==> config.mk <==
export PLATFORM = sky130hd
export DESIGN_NAME = dma_ctrl_regs
export DESIGN_NICKNAME = d
export VERILOG_FILES = /design/src/rtl/dma_ctrl_regs.sv
export SDC_FILE = /design/constraint.sdc
export NUM_CORES = 1
export LEC_CHECK = 0
export BUFFER_PORTS_ARGS = -buffer_cell sky130_fd_sc_hd__buf_2
export CORE_ASPECT_RATIO = 1.4
export CORE_MARGIN = 5
export CORE_UTILIZATION = 41
export CTS_CLUSTER_DIAMETER = 60
export DETAILED_ROUTE_END_ITERATION = 8
export PLACE_DENSITY = 0.77
export SYNTH_ARGS = -nofsm -noshare
export SYNTH_HDL_FRONTEND = slang
export SYNTH_SLANG_ARGS = --single-unit
==> constraint.sdc <==
create_clock -name clk -period 1 [get_ports clk]
set_input_delay 0.1 -clock clk [delete_from_list [all_inputs] [get_ports clk]]
set_output_delay 0.1 -clock clk [all_outputs]
set_load 0.005 [all_outputs]
==> src/rtl/dma_ctrl_regs.sv <==
module dma_ctrl_regs #(
  parameter int NCH = 8,
  parameter int AW  = 8
) (
  input  logic             clk,
  input  logic             rst_n,
  input  logic [AW-1:0]    reg_addr,
  input  logic             reg_wr,
  input  logic [31:0]      reg_wdata,
  output logic [31:0]      reg_rdata,
  input  logic [2*NCH-1:0] eng_state,
  input  logic [NCH-1:0]   eng_done,
  input  logic [NCH-1:0]   eng_err,
  output logic [2*NCH-1:0] eng_mode,
  output logic [NCH-1:0]   eng_dir,
  output logic [NCH-1:0]   eng_start,
  output logic             irq_out
);

  localparam logic [AW-3:0] W_CFG = (AW-2)'(0);
  localparam logic [AW-3:0] W_ENA = (AW-2)'(2);
  localparam logic [AW-3:0] W_FLG = (AW-2)'(4);

  logic [AW-3:0]    word;
  logic             wr_cfg, wr_ena, wr_flg;
  logic [3*NCH-1:0] cfg;
  logic [NCH-1:0]   ien, start_q, irq_f, err_f;
  logic [31:0]      cfg_v, flg_v;
  logic             unused_bits;

  assign word   = reg_addr[AW-1:2];
  assign wr_cfg = reg_wr && word == W_CFG;
  assign wr_ena = reg_wr && word == W_ENA;
  assign wr_flg = reg_wr && word == W_FLG;
  assign unused_bits = ^{reg_wdata, reg_addr[1:0]};

  always_ff @(posedge clk) begin
    if (!rst_n) ien <= '0;
    else if (wr_ena) ien <= reg_wdata[NCH-1:0];
  end

  for (genvar c = 0; c < NCH; c++) begin : g_ch
    always_ff @(posedge clk) begin
      if (!rst_n) begin
        cfg[3*c +: 3] <= '0;
        start_q[c]    <= 1'b0;
        irq_f[c]      <= 1'b0;
        err_f[c]      <= 1'b0;
      end else begin
        if (wr_cfg) cfg[3*c +: 3] <= reg_wdata[4*c +: 3];
        start_q[c] <= wr_ena && reg_wdata[8+c] && eng_state[2*c +: 2] == 2'd0;
        irq_f[c]   <= (irq_f[c] && !(wr_flg && reg_wdata[c])) || eng_done[c] || eng_err[c];
        err_f[c]   <= (err_f[c] && !(wr_flg && reg_wdata[8+c])) || eng_err[c];
      end
    end

    assign eng_mode[2*c +: 2] = cfg[3*c +: 2];
    assign eng_dir[c]         = cfg[3*c+2];

    p_start_idle_r5: assert property (@(posedge clk) disable iff (!rst_n)
      eng_start[c] |-> $past(eng_state[2*c +: 2]) == 2'd0);

    p_start_cause_r4: assert property (@(posedge clk) disable iff (!rst_n)
      eng_start[c] |-> $past(reg_wr && reg_addr[AW-1:2] == W_ENA && reg_wdata[8+c]));

    p_strobe_sets_r7: assert property (@(posedge clk) disable iff (!rst_n)
      $past(rst_n && (eng_done[c] || eng_err[c])) |-> irq_f[c]);

    p_err_sets_r7: assert property (@(posedge clk) disable iff (!rst_n)
      $past(rst_n && eng_err[c]) |-> err_f[c]);

    p_clear_r8: assert property (@(posedge clk) disable iff (!rst_n)
      $past(rst_n && wr_flg && reg_wdata[c] && !eng_done[c] && !eng_err[c]) |-> !irq_f[c]);
  end

  assign eng_start = start_q;
  assign irq_out   = |(irq_f & ien);

  p_irq_needs_flag_r9: assert property (@(posedge clk) disable iff (!rst_n)
    irq_out |-> (irq_f != '0 && ien != '0));

  always_comb begin
    cfg_v = '0;
    flg_v = '0;
    for (int c = 0; c < NCH; c++) begin
      cfg_v[4*c +: 3]    = cfg[3*c +: 3];
      flg_v[c]           = irq_f[c];
      flg_v[8+c]         = err_f[c];
      flg_v[16+2*c +: 2] = eng_state[2*c +: 2];
    end
    case (word)
      W_CFG:   reg_rdata = cfg_v;
      W_ENA:   reg_rdata = 32'(ien);
      W_FLG:   reg_rdata = flg_v;
      default: reg_rdata = '0;
    endcase
  end

endmodule

==> results of run 1 <==
-- final cells by class --
| type | count | area, um2 |
|---|---|---|
| Clock inverter | 1 | 30.0 |
| Sequential cell | 56 | 1130 |
| Inverter | 6 | 22.5 |
| Timing Repair Buffer | 183 | 1370 |
| Clock buffer | 5 | 68.8 |
| Multi-Input combinational cell | 197 | 1440 |
| Tap cell | 72 | 90.1 |
| Fill cell | 507 | 2100 |
-- cell usage in the layout (no fill, tap or decap), types with 2 or more instances in the layout --
| cell type | Yosys | routed |
|---|---|---|
| a21oi_1 | 2 | 2 |
| a221o_1 | 6 | 6 |
| a22o_1 | 20 | 20 |
| a22oi_1 | 4 | 2 |
| a22oi_2 | 0 | 2 |
| a31oi_1 | 14 | 14 |
| and2_4 | 0 | 8 |
| and3_1 | 8 | 5 |
| and3_4 | 1 | 4 |
| buf_12 | 2 | 6 |
| buf_16 | 0 | 5 |
| buf_2 | 4 | 123 |
| buf_4 | 4 | 11 |
| buf_6 | 4 | 10 |
| buf_8 | 1 | 2 |
| clkbuf_8 | 0 | 5 |
| dfxtp_1 | 56 | 49 |
| dfxtp_2 | 0 | 7 |
| dlygate4sd3_1 | 0 | 25 |
| inv_1 | 6 | 6 |
| mux2i_1 | 32 | 30 |
| mux2i_2 | 0 | 2 |
| nand2_1 | 60 | 60 |
| nor2_1 | 11 | 10 |
| nor4_2 | 0 | 2 |
| nor4b_2 | 6 | 3 |
| nor4b_4 | 0 | 3 |
| o21ai_0 | 8 | 8 |
| o31ai_1 | 8 | 8 |
-- registers in the layout, summed over array words and instances (netlist names) --
name	count
eng_mode	16
eng_dir	8
eng_start	8
err_f	8
flg_v	8
ien	8
-- cells by family (layout without fill, tap and decap cells) --
logic type | after synthesis | in the layout | share of synthesized area (%)
simple gates | 103 | 103 | 20.8
compound gates | 62 | 62 | 17.4
flops | 56 | 56 | 42.1
mux | 32 | 32 | 12.0
buf+inv | 29 | 195 | 7.62
-- routing by layer --
metal,track usage (%),part of all wire [%]
met1,25.9,38
met5,0,0
met3,4.61,6.4
met4,8.45,2.3
met2,39.9,54
-- power groups by stage --
stage | registers, mW | logic (mW) | clock network [mW]
floorplan | 2.36 | 0.177 | 0
global placement | 2.37 | 0.427 | 0
detailed placement | 2.37 | 0.436 | 0
CTS | 2.32 | 0.549 | 1.45
global route | 2.32 | 0.626 | 1.52
finish | 2.32 | 0.573 | 1.43
-- per-stage QoR --
step	TNS, ps	std cells
detailed placement	-22960	481
CTS	-8940	519
finish	-9560	520
floorplan	-2810	282
global route	-12550	520
global placement	-19990	481
-- what timing repair did --
item                                   4_1_cts  5_1_grt
gates resized for setup                     32       21
endpoints found under the hold margin       17        0
setup endpoints to repair                   44       74
pin swaps                                    8       20
buffers inserted                             2        0
hold buffers                                25        0
cloned                                       5        1
-- path summary, 6_finish.rpt --
path                                     from           end  slack, ps
worst max-delay path                   ien[2]  reg_rdata[2]       -300
worst max register to register       flg_v[4]      flg_v[4]        220
worst min register to register         ien[2]        ien[2]        470
worst min-delay path            reg_wdata[13]      err_f[5]          9
==> out/results.tsv, run 1 <==
stage	metric	value	unit
layout	layout cells sized above 1	44.4	%
synth	Mapped Nets	357	
synth	ys async rst share	0	%
worst_setup_path	Worst path slowest cell	dfxtp_2	
sta	Slew headroom	79.7	%
pwr	part of the power in registers	53.6	%
floorplanning	Initial Utilization	42.6	%
pwr	total power	4.32	mW
sta	final setup fails	67	
drt	via/cell ratio	5.51	
layout	n_diodes	0	
drt	DRT Pass-1 Iters	4	
pwr	clock share of power	33.1	%
drt	Iteration-0 DRC Markers	134	
worst_hold_path	Hold Path Depth	2	
drt	drt drc	0	
floorplanning	placeable core region	6250	um2
floorplanning	Die Area	8220	um2
worst_setup_path	Crit. End Element	output pin	
worst_setup_path	critical path class	reg2out	
grt	Tot GR Track Use	22.4	%
synth	largest area contributor in the netlist	dfxtp_1	
worst_setup_path	crit-path cells	and3_4, a221o_1, buf_2	
sta	f_max	0.770	GHz
layout	design area	4160	um2
synth	Primary FF master, synth	dfxtp_1	
worst_hold_path	Hold WC Path Type	in2reg	
grt	gr ovfl total	0	
layout	Area Growth Syn to Fin	56.2	%
synth	top-area cell type share of the netlist area	42.1	%
clock_tree	clock sinks	56	
worst_setup_path	Worst EP required	900	ps
floorplanning	row cnt	34	
grt	first-pass GRT wire length	14.8	mm
floorplanning	Die Ht	105	um
grt	antenna violations before repair	0	
pwr	Combinational Power Share	13.2	%
pwr	Cell Pwr Density	1040	nW/um2
sta	period utilisation layout	130	%
grt	largest net degree at the start of global routing	36	
floorplanning	Die X	78.1	um
synth	sequential element share of the synthesized area	42.1	%
sta	min cycle time layout	1300	ps
clock_tree	CTS tree	built	
sta	RSZ-0062 raised after global routing	yes	
synth	Synth area leaders	dfxtp_1 (42%), mux2i_1 (12%), nand2_1 (8.5%), a22o_1 (6.6%), nor4b_2 (3.4%)	
worst_setup_path	critical path peak fanout	3	
grt	vias in the first global route	2971	
clock_tree	Clock Latency Late Sink	300	ps
place	Placed Area	3440	um2
synth	Cell variety after synth	30	
layout	layout net count	524	
synth	Post-synth top cells	nand2_1 (60), dfxtp_1 (56), mux2i_1 (32), a22o_1 (20), a31oi_1 (14)	
drt	final wirelength	9.58	mm
synth	post-synthesis instance total	282	
place	Final GP Congestion	0.848	
worst_setup_path	R2R depth	2	
flow_run	MaxCap Viol Count	0	
worst_setup_path	biggest cell delay along the critical path	340	ps
floorplanning	I/O pins	140	
sta	hold slack	9.35	ps
sta	Slew Viols, Final	0	
drt	post-route ant nets	0	
synth	Yosys Warn Count	0	
sta	Setup WS post-layout	-298	ps
synth	Yosys reg bits	56	
sta	final hold vios	0	
synth	Post-synth EDFFs	0	
sta	clk_skew	0	ps
synth	Post-Syn Area	2660	um2
place	number of I/O port buffers	133	
place	pre-CTS setup slack	-347	ps
clock_tree	CTS root buf	clkbuf_8	
clock_tree	Bufs on Longest Clock Path	2	
worst_setup_path	worst path bufs/invs	1	
clock_tree	CTS Buf Count	5	
pwr	Pleak	1.92	nW
pwr	Switch Pwr	1.02	mW
worst_setup_path	Crit path depth	3	
place	post-DP HPWL	6.18	mm
worst_setup_path	CP delay by family, top	flip-flops	
pwr	internal power	3.30	mW
sta	Worst-Margin Slew	305	ps
worst_setup_path	Arr. time, crit path	1200	ps
status	run status	finished with violations	
drt	average wire per standard cell	18.4	um
pwr	sw frac	23.6	%
clock_tree	Worst-path clk slew	100	ps
synth	Syn Area/Cell	9.44	um2
clock_tree	H-tree Lvls	2	
synth	top-count cell post-synth	nand2_1	
drt	DR vias	2864	
status	failing checks	negative setup slack	
worst_setup_path	startpoint types	flop	
pwr	Peak VDD IR	0.682	mV
layout	Core Util, Final	66.5	%
(Power assumes the default switching activity.)
==> run 2: changes to the inputs <==
- CELL_PAD_IN_SITES_DETAIL_PLACEMENT: default -> 1
- CELL_PAD_IN_SITES_GLOBAL_PLACEMENT: default -> 2
- CORE_MARGIN: 5 -> 3
- CORE_UTILIZATION: 41 -> 22
- PLACE_DENSITY: 0.77 -> default
- PLACE_DENSITY_LB_ADDON: default -> 0.1
==> run 2 against run 1 <==
  * The run still ends with negative setup slack left
  * Flip-flop and latch count is the same
  * Count of clock-buffer cells in the layout grew 1
  * Non-clock buffer count grew 6
  * Final cell count grew 15%
  * Power grew 14%
  * Cell area grew 3.2%
  * Critical path type is now in2out
==> out/results.tsv, run 2 (same netlist as run 1, synthesis figures left out) <==
stage	metric	value	unit	change
worst_hold_path	Hold Path Depth	2		unchanged
place	placed insts	560		+16%
grt	largest net degree at the start of global routing	40		+11%
worst_setup_path	r2r setup slk	130	ps	-90 ps
layout	final std cells w/o fill	600		+15%
clock_tree	H-tree Lvls	2		unchanged
floorplanning	Initial Utilization	23.0	%	-20 points
sta	final hold vios	0		unchanged
sta	clk_skew	0	ps	unchanged
grt	vias in the first global route	3019		+1.6%
drt	via/cell ratio	4.69		-15%
status	failing checks	negative setup slack		
floorplanning	Die X	99.0	um	+27%
place	Placed Area	3570	um2	+3.8%
sta	RSZ-0062 raised after global routing	yes		
place	number of I/O port buffers	133		unchanged
clock_tree	Worst-path clk slew	70	ps	-30 ps
floorplanning	Die Area	13500	um2	+64%
drt	DR vias	2813		-1.8%
grt	M3 GR Usage	3.85	%	-0.76 points
sta	Slew headroom	82.7	%	+3.0 points
layout	# fillers	1372		+170%
grt	gr ovfl total	0		unchanged
pwr	Pleak	1.96	nW	+2.2%
grt	Tot GR Track Use	15.7	%	-6.7 points
drt	drt drc	0		unchanged
worst_setup_path	Worst EP required	900	ps	about the same
layout	layout net count	530		+1.1%
grt	most heavily used metal layer in global routing	met2		
layout	Core Util, Final	37.1	%	-29 points
floorplanning	Die Ht	136	um	+29%
floorplanning	row cnt	46		+35%
grt	met2 GRT Util	28.3	%	-12 points
grt	met1 Track Usage GR	18.7	%	-7.2 points
pwr	Cell Pwr Density	1150	nW/um2	+11%
grt	antenna violations before repair	0		unchanged
drt	DRT Pass-1 Iters	4		unchanged
clock_tree	CTS Buf Count	5		unchanged
worst_setup_path	Arr. time, crit path	1220	ps	+20 ps
worst_setup_path	critical path class	in2out		
layout	layout cells sized above 1	44.5	%	+0.098 points
grt	first-pass GRT wire length	16.5	mm	+11%
layout	most common cell after layout, fill and taps aside	buf_2		
layout	design area	4290	um2	+3.2%
worst_setup_path	R2R depth	3		+1
sta	f_max	0.755	GHz	-1.9%
sta	Slew Viols, Final	0		unchanged
clock_tree	CTS tree	built		
status	run status	finished with violations		
worst_setup_path	startpoint types	input port		
layout	Area Growth Syn to Fin	61.2	%	
worst_setup_path	worst r2r src	flg_v[3]		
worst_setup_path	Crit. End Element	output pin		
drt	average wire per standard cell	18.0	um	-2.0%
clock_tree	Bufs on Longest Clock Path	2		unchanged
sta	Worst-Margin Slew	258	ps	-47.4 ps
worst_hold_path	Min-Delay Endpoint	flg_v[7]		
sta	final setup fails	70		+4.5%
worst_setup_path	worst reg2reg endpoint	flg_v[3]		
layout	n_diodes	0		unchanged
sta	Setup WS post-layout	-324	ps	-25.5 ps
floorplanning	placeable core region	11600	um2	+85%
clock_tree	clock sinks	56		unchanged
drt	final wirelength	10.8	mm	+13%
worst_hold_path	Hold WC Path Type	in2reg		
clock_tree	Clock Latency Late Sink	300	ps	about the same
layout	most frequent cells in the layout	buf_2 (123), nand2_1 (60), dfxtp_1 (51)		
layout	max FFs per register	16		unchanged
sta	setup tns final	-13370	ps	-3810 ps
drt	post-route ant nets	0		unchanged
flow_run	MaxCap Viol Count	0		unchanged
clock_tree	CTS root buf	clkbuf_16		
floorplanning	I/O pins	140		unchanged
drt	Iteration-0 DRC Markers	67		-50%
place	Final GP Congestion	0.711		-16%
sta	min cycle time layout	1320	ps	+25.5 ps
worst_hold_path	Worst Min Path Start	reg_wdata[7]		
worst_setup_path	critical path peak fanout	5		+2
place	post-DP HPWL	7.63	mm	+23%
sta	period utilisation layout	132	%	+2.5 points
pwr	Peak VDD IR	0.561	mV	-18%
-- run 2: worst max path at each step --
stage,start,end,slack (ps),depth (start not counted)
2_1_floorplan,reg_addr[7],eng_dir[1],-90,5
3_3_place_gp,reg_addr[7],eng_mode[13],-420,6
3_5_place_dp,reg_addr[7],eng_mode[3],-480,6
4_1_cts,reg_addr[4],reg_rdata[5],-340,7
5_1_grt,reg_addr[4],reg_rdata[5],-380,7
6_report,reg_addr[4],reg_rdata[6],-320,6
-- run 2: metal layers --
layer  vias to the layer above  part of all wire [%]
li1                       1356                     -
met1                      1367                    41
met2                        83                    52
met3                         7                   5.4
met4                         0                   1.1
met5                         -                     0
-- run 2: per-stage QoR --
stage               worst slack [ps]  hold slack, ps  total power, mW
floorplan                      -89.4             171             2.53
global placement                -423             282             2.84
detailed placement              -475             284             2.85
CTS                             -339            2.69             5.00
global route                    -382            17.6             5.16
finish                          -324            9.36             4.94
-- run 2: timing repair --
action	in CTS	in global routing
gates cloned	3	2
setup buffers	4	2
pin swaps	11	6
hold buffers	23	0
gates resized for setup	41	8
endpoints found under the setup margin	66	75
endpoints found under the hold margin	15	0
-- run 2: power breakdown --
part	total [mW]	switching [mW]	leakage (nW)	internal (mW)
registers	2.32	0.0384	0.459	2.28
clock network	2.03	0.844	0.0808	1.18
logic	0.591	0.278	1.42	0.313
-- run 2: worst max-delay path: stages --
cell     delay, ps
buf_8          100
nor4_4         310
and2_4         280
buf_8          140
a221o_1        170
buf_2          120
-- run 2: cell type report --
| class | instances | area (um2) | share of cell area (%) |
|---|---|---|---|
| multi-input combinational | 197 | 1420 | 33.0 |
| clock buffer | 6 | 129 | 3.00 |
| sequential | 56 | 1130 | 26.3 |
| inverter | 6 | 22.5 | 0.525 |
| tap | 144 | 180 | 4.20 |
| clock inverter | 2 | 35.0 | 0.817 |
| timing repair buffer | 189 | 1380 | 32.2 |
